File: src/rtl/ms_cmd_pkg.sv
// Package: shared widths, word layout and torque decode for the
// serial micro-step command register.
package ms_cmd_pkg;

    localparam int WORD_W   = 16;
    localparam int LVL_W    = 4;
    localparam int TRQ_W    = 2;
    localparam int DEC_W    = 2;
    localparam int PCT_W    = 7;

    // Command word bit positions
    localparam int SEL_BIT  = 15;
    localparam int PH_BIT   = 8;
    localparam int LVL_LSB  = 4;
    localparam int TRQ_LSB  = 2;
    localparam int DEC_LSB  = 0;

    typedef struct packed {
        logic             phase;
        logic [LVL_W-1:0] level;
        logic [TRQ_W-1:0] torque;
        logic [DEC_W-1:0] decay;
    } wind_cmd_t;

    // Unpack one command word into winding fields
    function automatic wind_cmd_t unpack_cmd(input logic [WORD_W-1:0] w);
        wind_cmd_t c;
        c.phase  = w[PH_BIT];
        c.level  = w[LVL_LSB +: LVL_W];
        c.torque = w[TRQ_LSB +: TRQ_W];
        c.decay  = w[DEC_LSB +: DEC_W];
        return c;
    endfunction

    // Torque select to percent of full scale
    function automatic logic [PCT_W-1:0] torque_pct(input logic [TRQ_W-1:0] t);
        logic [PCT_W-1:0] p;
        case (t)
            2'd0:    p = 7'd100;
            2'd1:    p = 7'd85;
            2'd2:    p = 7'd70;
            default: p = 7'd50;
        endcase
        return p;
    endfunction

endpackage

File: src/rtl/ms_edge_sync.sv
// Module: ms_edge_sync
// Synchronises an asynchronous level into clk with STAGES flops and
// flags its rising edge for one cycle.
// Assumes: the input level is held for at least STAGES+1 clk cycles.
module ms_edge_sync #(
    parameter int STAGES = 2
) (
    input  logic clk,
    input  logic rst_n,
    input  logic din,
    output logic level,
    output logic rise
);

    logic [STAGES-1:0] chain;
    logic              prev;

    // Shift the input through the synchroniser chain
    always_ff @(posedge clk) begin
        if (!rst_n) chain <= '0;
        else        chain <= {chain[STAGES-2:0], din};
    end

    // Remember the last synchronised level for edge detection
    always_ff @(posedge clk) begin
        if (!rst_n) prev <= 1'b0;
        else        prev <= chain[STAGES-1];
    end

    assign level = chain[STAGES-1];
    assign rise  = chain[STAGES-1] & ~prev;

endmodule

File: src/rtl/ms_shift_in.sv
// Module: ms_shift_in
// Serial-in parallel-out register, MSB first: each enabled cycle the
// word moves up one place and the new bit enters at bit 0.
// Assumes: shift_en is a single-cycle pulse per serial bit.
module ms_shift_in #(
    parameter int W = 16
) (
    input  logic         clk,
    input  logic         rst_n,
    input  logic         shift_en,
    input  logic         bit_in,
    output logic [W-1:0] word
);

    // Shift one bit on each enable, clear on reset
    always_ff @(posedge clk) begin
        if (!rst_n)        word <= '0;
        else if (shift_en) word <= {word[W-2:0], bit_in};
    end

    // an enabled cycle moves the old low bits up by one
    p_shift_moves_r1: assert property (@(posedge clk) disable iff (!rst_n)
        shift_en |=> word[W-1:1] == $past(word[W-2:0]));

    // the word holds while no shift is requested
    p_shift_hold_r8: assert property (@(posedge clk) disable iff (!rst_n)
        !shift_en |=> $stable(word));

endmodule

File: src/rtl/ms_decay_table.sv
// Module: ms_decay_table
// Writable mixed-decay timing table with a number of read ports.
// A write takes the whole word: entry k comes from bits k*ENT_W upward.
// Reset reloads DEFAULTS.
// Assumes: ENTRIES*ENT_W equals the serial word width.
module ms_decay_table #(
    parameter int                     ENTRIES  = 4,
    parameter int                     ENT_W    = 4,
    parameter int                     NRD      = 2,
    parameter logic [ENTRIES*ENT_W-1:0] DEFAULTS = 16'hA631
) (
    input  logic                               clk,
    input  logic                               rst_n,
    input  logic                               wr_en,
    input  logic [ENTRIES*ENT_W-1:0]           wr_word,
    input  logic [NRD-1:0][$clog2(ENTRIES)-1:0] rd_sel,
    output logic [NRD-1:0][ENT_W-1:0]          rd_val
);

    logic [ENTRIES-1:0][ENT_W-1:0] tbl;

    // Load defaults on reset, whole-word overwrite on write
    always_ff @(posedge clk) begin
        if (!rst_n)     tbl <= DEFAULTS;
        else if (wr_en) tbl <= wr_word;
    end

    // One combinational read port per consumer
    for (genvar r = 0; r < NRD; r++) begin : g_rd
        assign rd_val[r] = tbl[rd_sel[r]];
    end

    // reset leaves the default table behind
    p_tbl_default_r7: assert property (@(posedge clk)
        !rst_n |=> tbl == DEFAULTS);

    // the table only changes on a write
    p_tbl_hold_r5: assert property (@(posedge clk) disable iff (!rst_n)
        !wr_en |=> $stable(tbl));

endmodule

File: src/rtl/ms_wind_latch.sv
// Module: ms_wind_latch
// Parallel command latch for one winding; loads on a one-cycle pulse.
// Assumes: load is already qualified by strobe, setup and winding select.
module ms_wind_latch
    import ms_cmd_pkg::*;
(
    input  logic      clk,
    input  logic      rst_n,
    input  logic      load,
    input  wind_cmd_t cmd_d,
    output wind_cmd_t cmd_q
);

    // Capture the decoded command when told to, clear on reset
    always_ff @(posedge clk) begin
        if (!rst_n)    cmd_q <= '0;
        else if (load) cmd_q <= cmd_d;
    end

    // reset clears every field
    p_latch_clear_r7: assert property (@(posedge clk)
        !rst_n |=> cmd_q == '0);

    // fields hold while not loaded
    p_latch_hold_r2: assert property (@(posedge clk) disable iff (!rst_n)
        !load |=> $stable(cmd_q));

endmodule

File: src/rtl/ms_cmd_register.sv
// Module: ms_cmd_register (top)
// Serial micro-step command register for two windings. It synchronises
// the serial link, shifts 16 bits MSB first, and on a strobe edge routes
// the word either to the winding latch picked by bit 15 (setup low) or to
// the decay timing table (setup high).
// Assumes: link signals change slowly relative to clk (each level held for
// at least three clk cycles) and setup is settled before the strobe rises.
module ms_cmd_register
    import ms_cmd_pkg::*;
#(
    parameter int                 SYNC_STAGES = 2,
    parameter logic [WORD_W-1:0]  TBL_DEFAULT = 16'hA631
) (
    input  logic             clk,
    input  logic             rst_n,
    input  logic             ser_data,
    input  logic             ser_clk,
    input  logic             ser_strobe,
    input  logic             setup,
    output logic             a_phase,
    output logic [LVL_W-1:0] a_level,
    output logic [TRQ_W-1:0] a_torque,
    output logic [PCT_W-1:0] a_torque_pct,
    output logic [DEC_W-1:0] a_decay_sel,
    output logic [LVL_W-1:0] a_decay_time,
    output logic             b_phase,
    output logic [LVL_W-1:0] b_level,
    output logic [TRQ_W-1:0] b_torque,
    output logic [PCT_W-1:0] b_torque_pct,
    output logic [DEC_W-1:0] b_decay_sel,
    output logic [LVL_W-1:0] b_decay_time
);

    localparam int NSIG    = 4;
    localparam int NWIND   = 2;
    localparam int TBL_ENT = 1 << DEC_W;
    localparam int TBL_W   = WORD_W / TBL_ENT;

    // Synchroniser input order: data, shift clock, strobe, setup
    logic [NSIG-1:0] raw_in, sync_lvl, sync_rise;
    assign raw_in = {setup, ser_strobe, ser_clk, ser_data};

    for (genvar s = 0; s < NSIG; s++) begin : g_sync
        ms_edge_sync #(.STAGES(SYNC_STAGES)) u_sync (
            .clk   (clk),
            .rst_n (rst_n),
            .din   (raw_in[s]),
            .level (sync_lvl[s]),
            .rise  (sync_rise[s])
        );
    end

    logic data_s, shclk_rise, strb_rise, setup_s;
    assign data_s     = sync_lvl[0];
    assign shclk_rise = sync_rise[1];
    assign strb_rise  = sync_rise[2];
    assign setup_s    = sync_lvl[3];

    logic [WORD_W-1:0] shword;

    ms_shift_in #(.W(WORD_W)) u_shift (
        .clk      (clk),
        .rst_n    (rst_n),
        .shift_en (shclk_rise),
        .bit_in   (data_s),
        .word     (shword)
    );

    // Transfer routing
    logic       tbl_wr;
    logic [NWIND-1:0] wind_load;
    wind_cmd_t  cmd_new;
    wind_cmd_t  cmd_cur [NWIND];

    assign tbl_wr  = strb_rise & setup_s;
    assign cmd_new = unpack_cmd(shword);

    for (genvar w = 0; w < NWIND; w++) begin : g_wind
        assign wind_load[w] = strb_rise & ~setup_s & (shword[SEL_BIT] == w[0]);
        ms_wind_latch u_latch (
            .clk   (clk),
            .rst_n (rst_n),
            .load  (wind_load[w]),
            .cmd_d (cmd_new),
            .cmd_q (cmd_cur[w])
        );
    end

    logic [NWIND-1:0][DEC_W-1:0] rd_sel;
    logic [NWIND-1:0][TBL_W-1:0] rd_val;
    assign rd_sel[0] = cmd_cur[0].decay;
    assign rd_sel[1] = cmd_cur[1].decay;

    ms_decay_table #(
        .ENTRIES  (TBL_ENT),
        .ENT_W    (TBL_W),
        .NRD      (NWIND),
        .DEFAULTS (TBL_DEFAULT)
    ) u_table (
        .clk     (clk),
        .rst_n   (rst_n),
        .wr_en   (tbl_wr),
        .wr_word (shword),
        .rd_sel  (rd_sel),
        .rd_val  (rd_val)
    );

    // Output field mapping
    assign a_phase      = cmd_cur[0].phase;
    assign a_level      = cmd_cur[0].level;
    assign a_torque     = cmd_cur[0].torque;
    assign a_torque_pct = torque_pct(cmd_cur[0].torque);
    assign a_decay_sel  = cmd_cur[0].decay;
    assign a_decay_time = rd_val[0];
    assign b_phase      = cmd_cur[1].phase;
    assign b_level      = cmd_cur[1].level;
    assign b_torque     = cmd_cur[1].torque;
    assign b_torque_pct = torque_pct(cmd_cur[1].torque);
    assign b_decay_sel  = cmd_cur[1].decay;
    assign b_decay_time = rd_val[1];

    // never both windings loaded by one strobe
    p_one_winding_r2: assert property (@(posedge clk) disable iff (!rst_n)
        $countones(wind_load) <= 1);

    // a table write leaves both winding outputs unchanged
    p_setup_keeps_latch_r5: assert property (@(posedge clk) disable iff (!rst_n)
        tbl_wr |=> $stable({a_phase, a_level, a_torque, a_decay_sel,
                            b_phase, b_level, b_torque, b_decay_sel}));

    // without a strobe edge no command output moves
    p_no_strobe_hold_r8: assert property (@(posedge clk) disable iff (!rst_n)
        !strb_rise |=> $stable({a_phase, a_level, a_torque, a_decay_sel, a_decay_time,
                                b_phase, b_level, b_torque, b_decay_sel, b_decay_time}));

endmodule

File: config.mk
export PLATFORM = sky130hd
export DESIGN_NAME = ms_cmd_register
export DESIGN_NICKNAME = d
export VERILOG_FILES = /design/src/rtl/ms_cmd_pkg.sv /design/src/rtl/ms_edge_sync.sv /design/src/rtl/ms_shift_in.sv /design/src/rtl/ms_decay_table.sv /design/src/rtl/ms_wind_latch.sv /design/src/rtl/ms_cmd_register.sv
export SDC_FILE = /design/constraint.sdc
export NUM_CORES = 1
export LEC_CHECK = 0
export BUFFER_PORTS_ARGS = -buffer_cell sky130_fd_sc_hd__buf_2
export CORE_MARGIN = 3
export CORE_UTILIZATION = 54
export CTS_CLUSTER_DIAMETER = 30
export DETAILED_ROUTE_END_ITERATION = 7
export HOLD_SLACK_MARGIN = 0.02
export PLACE_DENSITY_LB_ADDON = 0.1
export REMOVE_ABC_BUFFERS = 1
export SYNTH_ARGS = -nofsm -noshare
export SYNTH_HDL_FRONTEND = slang
export SYNTH_SLANG_ARGS = --single-unit
File: constraint.sdc
create_clock -name clk -period 2 [get_ports clk]
set_clock_uncertainty 0.1 [all_clocks]
set_input_delay 0.1 -clock clk [delete_from_list [all_inputs] [get_ports clk]]
set_output_delay 0.1 -clock clk [all_outputs]
set_load 0.01 [all_outputs]
==> results.sh <==
export IMPL_drv_slew=0
export IMPL_setup_violations=0
export IMPL_status="finished, final reports clean"
export IMPL_diodes=0
export IMPL_root_buffer="clkbuf_8"
export IMPL_cp_arrival_ns=1.55
export IMPL_first_pass_iters=4
export IMPL_holdBufCountCts=4
export IMPL_insertion_delay_ns=0.33
export IMPL_gp_congestion=0.6978
export IMPL_multi_input_area_mm2=0.001082
export IMPL_synth_edff_count=0
export IMPL_nets=314
export IMPL_relSlewSlack=0.5979
export IMPL_fin_crit_sh=0.8754
export IMPL_placed_area_mm2=0.002636
export IMPL_antenna_found_initial=0
export IMPL_core_mm2=0.004202
export IMPL_preCtsSetupSlack_ns=0.5603
export IMPL_final_util=0.6742
export IMPL_post_cts_buffers=0
export IMPL_hold_viol_final=0
export IMPL_yosysSeqAreaShare=0.4851
export IMPL_syn2layout_area_growth_pct=14.40
export IMPL_numCtsBuffers=9
export IMPL_grt_max_degree=37
export IMPL_clk_pin_slew_worst_paths_ns=0.06
export IMPL_finalCriticalPeriod_ns=1.751
export IMPL_clk_path_buf_depth=2
export IMPL_drt_first_iter_violations=53
export IMPL_die_x_um=73.72
export IMPL_yosysUniqueCellTypes=27
export IMPL_synth_avg_cell_area_um2=9.487
export IMPL_dieArea_mm2=0.005434
export IMPL_drcViolationCount=0
export IMPL_yosysWarnings=0
export IMPL_grt_pass1_vias=1782
export IMPL_path_buf_inv=1
export IMPL_max_freq_mhz=571.2
export IMPL_rows=23
export IMPL_yosys_top_cells_area="dfxtp_1 49%, nand2_1 8.8%, nand3_1 7.3%, mux4_2 7.3%, a21boi_0 4.2%"
export IMPL_dp_hpwl_um=3396
export IMPL_ys_flop_type="dfxtp_1"
export IMPL_fill_cells=364
export IMPL_crit_path_max_fanout=6
export IMPL_viasPerCell=5.268
export IMPL_fin_tns_setup_ns=0
export IMPL_cpPeakStageDelay_ns=0.54
export IMPL_vias=1870
export IMPL_grt_overflow=0
export IMPL_portBuffers=43
export IMPL_ys_ff_latch=60
export IMPL_irDropWorstVdd_mv=0.5917
export IMPL_drive_gt1_frac=0.2787
export IMPL_maxCapViolCount=0
export IMPL_critPathLaunchType="flip-flop"
export IMPL_start_util=0.5893
export IMPL_rsz0062_at_grt="false"
export IMPL_cts_sinks=60
export IMPL_endpoint_kind="output pin"
export IMPL_power_density_mw_per_mm2=762.9
export IMPL_fp_dieH_um=73.72
export IMPL_leakagePower_nw=1.181
export IMPL_pin_count=46
export IMPL_track_usage=0.1991
export IMPL_crit_slowest_cell="mux4_2"
export IMPL_async_flop_share=0
export IMPL_final_setup_worst_slack_ns=0.2492
export IMPL_regArea_mm2=0.001201
export IMPL_finalPower_mw=2.161
export IMPL_worstPathCellList="mux4_2 -> buf_2"
export IMPL_ant_nets=0
export IMPL_grt_pass1_wl_um=8100
export IMPL_netlist_area_mm2=0.002476
export IMPL_wl_um=4806
export IMPL_netlist_area_leader_share=0.4851
export IMPL_required_ns=1.80
export IMPL_tightest_slew_ns=0.6032
export IMPL_path_class="reg -> out"
export IMPL_fin_area_mm2=0.002833
export IMPL_synth_cells=261
export IMPL_wire_per_inst_um=13.54
export IMPL_htreeDepth=3
export IMPL_cts_resized=0
export IMPL_hp_class="in -> reg"
export IMPL_yosysTopAreaCell="dfxtp_1"
export IMPL_cts_tree="done"
export IMPL_cp_top_family="multiplexers"
-- per-layer routing --
| metal | global-route usage | share of wire |
|---|---|---|
| met5 | 0 | 0 |
| met4 | 0.1006 | 0.021 |
| met2 | 0.3110 | 0.44 |
| met1 | 0.2476 | 0.49 |
| met3 | 0.06019 | 0.048 |
-- logic make-up (layout without fill, tap and decap cells) --
kind of cell / count (synthesis) / count (layout) / share of synthesized area
and+or+nand+nor: 115 / 115 / 0.2203
DFF: 60 / 60 / 0.4851
AOI/OAI and AO/OA: 40 / 40 / 0.1107
buffers and inverters: 31 / 74 / 0.07933
muxes: 8 / 8 / 0.07276
adders and majority gates: 6 / 6 / 0.03032
other: 1 / 2 / 0.001514
-- Yosys cell counts, types with 2 or more instances --
library cell,n
dfxtp_1,60
nand2_1,58
nand3_1,36
o21ai_0,15
a21boi_0,14
clkbuf_1,12
and2_1,10
o21ai_2,9
mux4_2,8
ha_1,6
inv_1,6
buf_4,4
or2_2,4
clkbuf_8,3
a21boi_1,2
buf_2,2
buf_6,2
-- where the power goes --
| group | total, mW | switching (mW) | internal (mW) |
|---|---|---|---|
| logic | 0.0685 | 0.0413 | 0.0272 |
| registers | 1.21 | 0.00564 | 1.21 |
| clock network | 0.881 | 0.419 | 0.462 |
| total | 2.16 | 0.466 | 1.70 |
-- placed cells by master (no fill, tap or decap), drive strengths merged --
cell         instances
buf                 50
o21ai               24
mux4                 8
or2                  4
nor2b                1
dfxtp               60
nand2b               1
and2                10
nand2               58
conb                 2
clkinv               3
inv                  6
a21boi              16
ha                   6
and3b                1
nand3b               1
dlygate4sd3          4
clkbuf              11
nand4bb              1
or4b                 1
nand3               37
-- layout make-up --
type | count | share of cell area
Tap cell | 50 | 0.02208
Clock buffer | 11 | 0.04991
Clock inverter | 3 | 0.005300
Sequential cell | 60 | 0.4240
Multi-Input combinational cell | 171 | 0.3821
Timing Repair Buffer | 54 | 0.1087
Inverter | 6 | 0.007951
-- flip-flops by register name, summed over array words and instances, names as in the netlist --
register and flops:
u_table.tbl 16, u_shift.word 16, g_sync.u_sync.chain 8, g_sync.u_sync.prev 2, g_wind.u_latch.cmd_q 18
-- worst register-to-register path, cell delays in order, from the launching register on --
cell and delay [ns]:
dfxtp_1 0.41, or4b_1 0.45, buf_4 0.23, nand3_1 0.12, o21ai_2 0.06
-- final timing paths --
kind,from,end,slack (ns),cells past startpoint
max,g_wind[0].u_latch.cmd_q[0]$_SDFFE_PN0P_,a_decay_time[1],0.25,2
min,rst_n,u_table.tbl[15]$_SDFFE_PN1P_,0.13,2
max reg2reg,g_sync[2].u_sync.chain[1]$_SDFF_PN0_,g_wind[0].u_latch.cmd_q[4]$_SDFFE_PN0P_,0.53,4
min reg2reg,g_sync[1].u_sync.chain[0]$_SDFF_PN0_,g_sync[1].u_sync.chain[1]$_SDFF_PN0_,0.33,1
-- per-stage QoR --
step,cells,hold slack (ns)
after global routing,355,0.1590
after global placement,337,0.2096
after floorplan,237,0.07183
after detailed placement,337,0.2116
final,355,0.1275
after CTS,355,0.1214
Note: power is estimated with default switching activity, not from simulation.
